**src/rtl/clb_pkg.sv**
```systemverilog
package clb_pkg;

    localparam int LUT_K  = 4;
    localparam int LUT_W  = 1 << LUT_K;
    localparam int MRG_K  = 3;
    localparam int MRG_W  = 1 << MRG_K;
    localparam int NUM_ST = 2;

    typedef enum logic [1:0] {
        SRC_F   = 2'd0,
        SRC_G   = 2'd1,
        SRC_H   = 2'd2,
        SRC_DIN = 2'd3
    } src_t;

    typedef struct packed {
        logic comb_h;
        src_t dsel;
        logic sr_async;
        logic latch;
        logic inv;
    } store_cfg_t;

    typedef struct packed {
        store_cfg_t [NUM_ST-1:0] st;
        logic [MRG_W-1:0]        h_tab;
        logic [LUT_W-1:0]        g_tab;
        logic [LUT_W-1:0]        f_tab;
    } cell_cfg_t;

    localparam int CFG_W = $bits(cell_cfg_t);

    function automatic logic pick_src(src_t s, logic f, logic g, logic h, logic d);
        case (s)
            SRC_F:   return f;
            SRC_G:   return g;
            SRC_H:   return h;
            default: return d;
        endcase
    endfunction

endpackage

```
**src/rtl/clb_lut.sv**
```systemverilog
module clb_lut #(
    parameter int K = 4
) (
    input  logic [(1<<K)-1:0] tab,
    input  logic [K-1:0]      sel,
    output logic              y
);
    assign y = tab[sel];
endmodule

```
**src/rtl/clb_store.sv**
```systemverilog
module clb_store
    import clb_pkg::*;
(
    input  logic       clk,
    input  logic       rst,
    input  store_cfg_t scfg,
    input  logic       d,
    input  logic       cell_clk,
    input  logic       clk_seen,
    input  logic       ce,
    input  logic       set_i,
    input  logic       clr_i,
    output logic       q
);
    logic lvl_now;
    logic lvl_was;
    logic active;

    // Active level after polarity: high means "clock asserted" for this element
    assign lvl_now = cell_clk ^ scfg.inv;
    assign lvl_was = clk_seen ^ scfg.inv;
    assign active  = scfg.latch ? lvl_now : (lvl_now & ~lvl_was);

    always_ff @(posedge clk) begin
        if (rst) begin
            q <= 1'b0;
        end else if (scfg.sr_async && clr_i) begin
            q <= 1'b0;
        end else if (scfg.sr_async && set_i) begin
            q <= 1'b1;
        end else if (active) begin
            if (clr_i)       q <= 1'b0;
            else if (set_i)  q <= 1'b1;
            else if (ce)     q <= d;
        end
    end
endmodule

```
**src/rtl/clb_cell.sv**
```systemverilog
module clb_cell
    import clb_pkg::*;
(
    input  logic              clk,
    input  logic              rst,
    input  logic              cfg_we,
    input  logic [CFG_W-1:0]  cfg_word,
    input  logic [LUT_K-1:0]  a_in,
    input  logic [LUT_K-1:0]  b_in,
    input  logic              c_in,
    input  logic              d_in,
    input  logic              cell_clk,
    input  logic              cell_ce,
    input  logic              set_in,
    input  logic              clr_in,
    output logic [NUM_ST-1:0] comb_out,
    output logic [NUM_ST-1:0] reg_out
);
    cell_cfg_t         cfg_q;
    logic              clk_seen;
    logic              f_y, g_y, h_y;
    logic [NUM_ST-1:0] base_y;

    always_ff @(posedge clk) begin
        if (rst)         cfg_q <= '0;
        else if (cfg_we) cfg_q <= cell_cfg_t'(cfg_word);
    end

    always_ff @(posedge clk) begin
        if (rst) clk_seen <= 1'b0;
        else     clk_seen <= cell_clk;
    end

    clb_lut #(.K(LUT_K)) u_lut_f (.tab(cfg_q.f_tab), .sel(a_in), .y(f_y));
    clb_lut #(.K(LUT_K)) u_lut_g (.tab(cfg_q.g_tab), .sel(b_in), .y(g_y));
    clb_lut #(.K(MRG_K)) u_lut_h (.tab(cfg_q.h_tab), .sel({c_in, g_y, f_y}), .y(h_y));

    assign base_y = {g_y, f_y};

    for (genvar i = 0; i < NUM_ST; i++) begin : g_elem
        logic d_sel;
        assign d_sel       = pick_src(cfg_q.st[i].dsel, f_y, g_y, h_y, d_in);
        assign comb_out[i] = cfg_q.st[i].comb_h ? h_y : base_y[i];

        clb_store u_store (
            .clk      (clk),
            .rst      (rst),
            .scfg     (cfg_q.st[i]),
            .d        (d_sel),
            .cell_clk (cell_clk),
            .clk_seen (clk_seen),
            .ce       (cell_ce),
            .set_i    (set_in),
            .clr_i    (clr_in),
            .q        (reg_out[i])
        );
    end
endmodule

```
**config.mk**
```make
export PLATFORM = sky130hd
export DESIGN_NAME = clb_cell
export DESIGN_NICKNAME = d
export VERILOG_FILES = /design/src/rtl/clb_pkg.sv /design/src/rtl/clb_lut.sv /design/src/rtl/clb_store.sv /design/src/rtl/clb_cell.sv
export SDC_FILE = /design/constraint.sdc
export NUM_CORES = 1
export LEC_CHECK = 0
export CORE_UTILIZATION = 47
export CTS_CLUSTER_DIAMETER = 100
export DETAILED_ROUTE_END_ITERATION = 8
export HOLD_SLACK_MARGIN = 0.06
export PLACE_DENSITY = 0.8
export RECOVER_POWER = 50
export SLEW_MARGIN = 20
export SYNTH_ARGS = -nofsm -noshare
export SYNTH_HDL_FRONTEND = slang
export SYNTH_SLANG_ARGS = --single-unit
```
**constraint.sdc**
```tcl
create_clock -name clk -period 3.2 [get_ports clk]
set_input_delay 0.48 -clock clk [delete_from_list [all_inputs] [get_ports clk]]
set_output_delay 0.48 -clock clk [all_outputs]
set_load 0.02 [all_outputs]
```
Yosys cells after proc, flatten, opt, wreduce, memory -nomap -nowiden
Index checks and enable logic that the tools add are counted.
{ "classes": {"add_sub_neg": 0, "mul": 0, "div_mod_pow": 0, "n_lt_le_gt_ge": 3, "eq_ne": 4, "n_shift": 0, "n_mux": 22, "bitwise_logic": 8, "reduce_logical": 14} }
{ "ops": {"columns": ["op", "n"], "rows": [
  ["$mux 1", 17],
  ["$lt 4x5->1 const B", 2],
  ["$bmux 1 s4", 2],
  ["$reduce_bool 4->1", 2],
  ["$pmux 1 s3", 2],
  ["$eq 2x1->1 const B", 2],
  ["$eq 2x2->1 const B", 2],
  ["$logic_and 1x1->1", 4],
  ["$logic_not 2->1", 2],
  ["$lt 3x4->1 const B", 1],
  ["$reduce_and 2->1", 2],
  ["$reduce_bool 2->1", 2],
  ["$reduce_or 2->1", 2],
  ["$xor 1x1->1", 4],
  ["$bmux 1 s3", 1],
  ["$and 1x1->1", 2],
  ["$not 1->1", 2]
]} }
{ "word_totals": {"ff_bits": 55, "latchBits": 0, "ramBits": 0, "romBits": 0, "input_bits": 69, "wordCells": 67, "memories": 0} }

Depth between registers and ports, before layout
{ "depth": {"depth_word": 10, "depth_mapped": 6, "mapped_depth_nobuf": 6} }

Hierarchy
A second synthesis with hierarchy kept.
{ "unflattened": {"hier_cells": 217, "hier_area_um2": 2479.9} }
{ "modules_own_cells": {"columns": ["mod", "instances", "cells_per_inst", "area_each_um2", "seq_area_each_um2"], "rows": [
  ["clb_cell", 1, 174, 1968.1, 1061.0],
  ["clb_lut (u_lut_f ...)", 2, 7, 135.1, 0.0],
  ["clb_store", 2, 13, 88.8, 20.0],
  ["clb_lut (u_lut_h)", 1, 3, 63.8, 0.0]
]} }

Worst setup path after synthesis
Ideal clock, no wire load.
{ "synth_timing": {"kind": "input to output", "start": "input a_in[2]", "end": "output comb_out[0]", "t_arrival_ns": 2.348, "path_slack_ns": 0.372, "stages": 6, "path_cell_list": "mux4_1 > mux4_2 > o2bb2ai_1 > nor3_1 > mux2i_1 > a21oi_1"} }
{ "synth_via": {"elab_chain_cells": 5} }
{ "synth_lines": {"columns": ["item", "line", "text"], "rows": [
  ["start: declaration", "clb_cell.sv:8", "input logic [LUT_K-1:0] a_in,"],
  ["$bmux 1 s4 *", "clb_lut.sv:8", "assign y = tab[sel];"],
  ["$mux 1 (not written as such) *", "clb_lut.sv:8", null],
  ["$bmux 1 s3", "clb_lut.sv:8", null],
  ["$mux 1 (not written as such)", "clb_lut.sv:8", null],
  ["$mux 1 *", "clb_cell.sv:43", "assign comb_out[i] = cfg_q.st[i].comb_h ? h_y : base_y[i];"],
  ["end: declaration", "clb_cell.sv:16", "output logic [NUM_ST-1:0] comb_out,"]
]} }
Every way passes the cells marked *; elsewhere a longest branch is shown, timed or not. The select of a mux whose other input is x is not followed.

Worst setup path in the final report
{ "layout_timing": {"start": "input a_in[2]", "end": "output comb_out[1]"} }
{ "layout_via": {"elab_chain_cells": 5} }
{ "layout_lines": {"columns": ["item", "line"], "rows": [
  ["$bmux 1 s4", "clb_lut.sv:8"],
  ["$mux 1 (not written as such)", "clb_lut.sv:8"],
  ["$bmux 1 s3", "clb_lut.sv:8"],
  ["$mux 1 (not written as such)", "clb_lut.sv:8"],
  ["$mux 1", "clb_cell.sv:43"]
]} }
Every way passes these cells. The select of a mux whose other input is x is not followed.

==> out/metrics.yaml <==
placement:
  dp.cells: 356
  dpl_cell_area_um2: 3201
  place.gp.congestion: 0.8437
  dp_hpwl_um: 3916
  place_ws_ps: -793.8
  io_buffer_count: 72
worst_setup_path:
  endpoint_kind: "output port"
  crit_required_ps: 2720
  crit_cells: 8
  cp-startpoint: "a_in[2]"
  cp_slowest_cell: "mux4_2"
  r2r_cells: 7
  r2r_slack_ps: 830
  critPathCapture: "comb_out[1]"
  r2r-end: "g_elem[0].u_store.q$_SDFFE_PP0P_"
  cpLargestDelayFamily: "multiplexers"
  start_kind: "input pin"
  rr_startpoint: "cfg_q[27]$_SDFFE_PP0P_"
  crit_buf_inv: 2
  cp_cell_sequence: "clkbuf_4 -> mux4_1 -> mux4_2 -> o2bb2ai_1 -> nor3_1 -> mux2i_1 -> a21oi_1 -> clkdlybuf4s15_2"
  critical_path.max_stage_delay_ps: 560
  critical_path_class: "in2out"
  cp_max_fo: 4
  critPathArrivalTime_ps: 2600
routing:
  viasPerCell: 5.205
  num_vias: 1900
  drt_iter0_markers: 77
  wl_per_cell_um: 14.25
  drc: 0
  wl_um: 5201
  first_pass_iters: 4
  antenna_left: 0
yosys:
  ys_ff_latch: 55
  syn_inst: 227
  netlist_area_um2: 2446
  synth_commonest_cells: "nor2_1, dfxtp_1, mux2i_1"
  syn_nets: 296
  synth.avg_cell_area_um2: 10.78
  synth_top_cell_by_area: "dfxtp_1"
  post-synth-top-count-cell: "nor2_1"
  yosys_most_used_dff: "dfxtp_1"
  synth_area_leaders: "dfxtp_1, mux2i_1, nor2_1"
  yosysSeqAreaShare: 0.4501
  yosys_warnings: 0
  yosysTopAreaCellShare: 0.4501
  synth_edf_count: 0
  synthArstFlopShare: 0
  ys_types: 31
die:
  ios: 73
  dieArea_um2: 5497
  start_util: 0.5013
  fp-row-count: 25
  core_area_um2: 4880
  die_w_um: 74.14
  die_h_um: 74.14
power_and_ir_drop:
  ir_drop_mv: 0.2914
  powerDensity_nw_per_um2: 448.1
  p_leak_nw: 1.434
status:
  violations: "max-capacitance violations, max-slew violations"
  status: "finished with violations"
timing:
  tightest_slew_ps: 2341
  fin_ws_ps: 118.6
  maxSlewViolCount: 58
  worst_slew_margin_rel: -0.5604
  final-hold-violation-count: 0
  report.final.setup_viol: 0
  whs_ps: 501.1
  min_period_ps: 3081
  fmax_mhz: 324.5
  tns_ps: 0
  period_share: 0.9629
  skew_ps: 7.578
grt:
  grt_max_degree: 58
  antenna_found_initial: 0
  grt_pass1_wl_um: 8562
  grt_overflow: 0
  grt_usage: 0.2059
  grt_pass1_vias: 1902
cts:
  tritoncts: "built"
  tritoncts.num_buffers: 5
  htree_levels: 2
  clock-sinks: 55
  clk_pin_slew_ps: 90
  cts_root_buffer: "clkbuf_8"
  clock_path_buffers: 2
  clock_latency_ps: 300
cells_and_area:
  num-nets-final: 366
  syn_to_final_growth_pct: 36.01
  fin_area_um2: 3327
  diodes: 0
  instances_no_fill: 365
  drive_gt1_frac: 0.08725
hold_path:
  hold_path.class: "reg2reg"
run:
  maxCapViolCount: 1
==> power by group <==
| group | internal [mW] | leakage (nW) | switching [mW] | total (mW) |
|---|---|---|---|---|
| clock | 0.253 | 0.0612 | 0.212 | 0.465 |
| sequential | 0.727 | 0.454 | 0.0268 | 0.753 |
| combinational | 0.168 | 0.918 | 0.104 | 0.272 |
| total | 1.15 | 1.43 | 0.343 | 1.49 |
==> area by class of cell <==
| cell class | instances | area (µm²) |
|---|---|---|
| tap | 67 | 83.83 |
| clock buffer | 6 | 82.58 |
| fill | 411 | 1553 |
| sequential | 55 | 1101 |
| multi-input combinational | 156 | 1272 |
| timing repair buffer | 77 | 744.5 |
| clock inverter | 2 | 35.03 |
| inverter | 2 | 7.507 |
==> per-layer routing <==
layer  up-vias  GRT usage  share of wire
li1        950          -              -
met1       891     0.2440           0.44
met2        53     0.3636           0.49
met3         6    0.05827          0.058
met4         0    0.05769          0.011
met5         -          0              0
==> worst register-to-register path: stages, from the launching register on <==
cell and delay [ps]:
dfxtp_1 330, mux4_1 490, mux4_2 530, buf_4 160, mux2_2 250, a221o_1 350, nand4b_1 100, o21ai_1 70
==> sequential cells by signal (all words and copies together), names as in the netlist <==
register and cells:
g_elem.u_store.q 2, cfg_q 52, clk_seen 1
==> kinds of logic after synthesis <==
family,synth area share
AO/OA/AOI/OAI,0.05115
buffers and inverters,0.03171
multiplexers,0.3432
flip-flops,0.4501
AND/OR/NAND/NOR,0.1238
==> cell usage in the layout (no fill, tap or decap), types with 2 or more instances in the layout <==
cell,synthesis,routed
dfxtp_1,55,55
a21oi_1,3,2
nand4b_1,2,2
or3b_2,2,2
buf_4,2,5
nand2b_1,3,3
mux2i_1,55,55
o21ai_0,3,3
clkbuf_8,1,6
dlygate4sd2_1,0,2
mux4_1,8,7
clkdlybuf4s50_1,0,65
mux4_2,3,4
a221o_1,2,2
inv_1,2,2
nor3_1,2,2
nor2_1,59,59
==> metrics by stage <==
stage                 util  power [mW]
finish              0.6818       1.491
detailed placement  0.6559       1.037
global route        0.6818       1.561
CTS                 0.6815       1.501
global placement    0.6559       1.030
floorplan                -      0.9047
==> worst min-delay path by stage <==
stage,slack (ps),from,depth (start not counted),endpoint
after floorplan,450,cfg_q[38]$_SDFFE_PP0P_,2,cfg_q[38]$_SDFFE_PP0P_
after global placement,470,cfg_q[26]$_SDFFE_PP0P_,2,cfg_q[26]$_SDFFE_PP0P_
after detailed placement,480,cfg_q[22]$_SDFFE_PP0P_,2,cfg_q[22]$_SDFFE_PP0P_
after CTS,510,cfg_q[38]$_SDFFE_PP0P_,2,cfg_q[38]$_SDFFE_PP0P_
after global routing,530,cfg_q[29]$_SDFFE_PP0P_,2,cfg_q[29]$_SDFFE_PP0P_
final,500,cfg_q[3]$_SDFFE_PP0P_,2,cfg_q[3]$_SDFFE_PP0P_
==> repair_timing <==
action / 4_1_cts / 5_1_grt
cloned: 0 / 0
gates resized for setup: 16 / 3
endpoints found under the setup margin: 2 / 2
pin swaps: 0 / 0
hold buffers: 0 / 0
setup buffers: 1 / 0
Power figures use the tool's default switching activity.
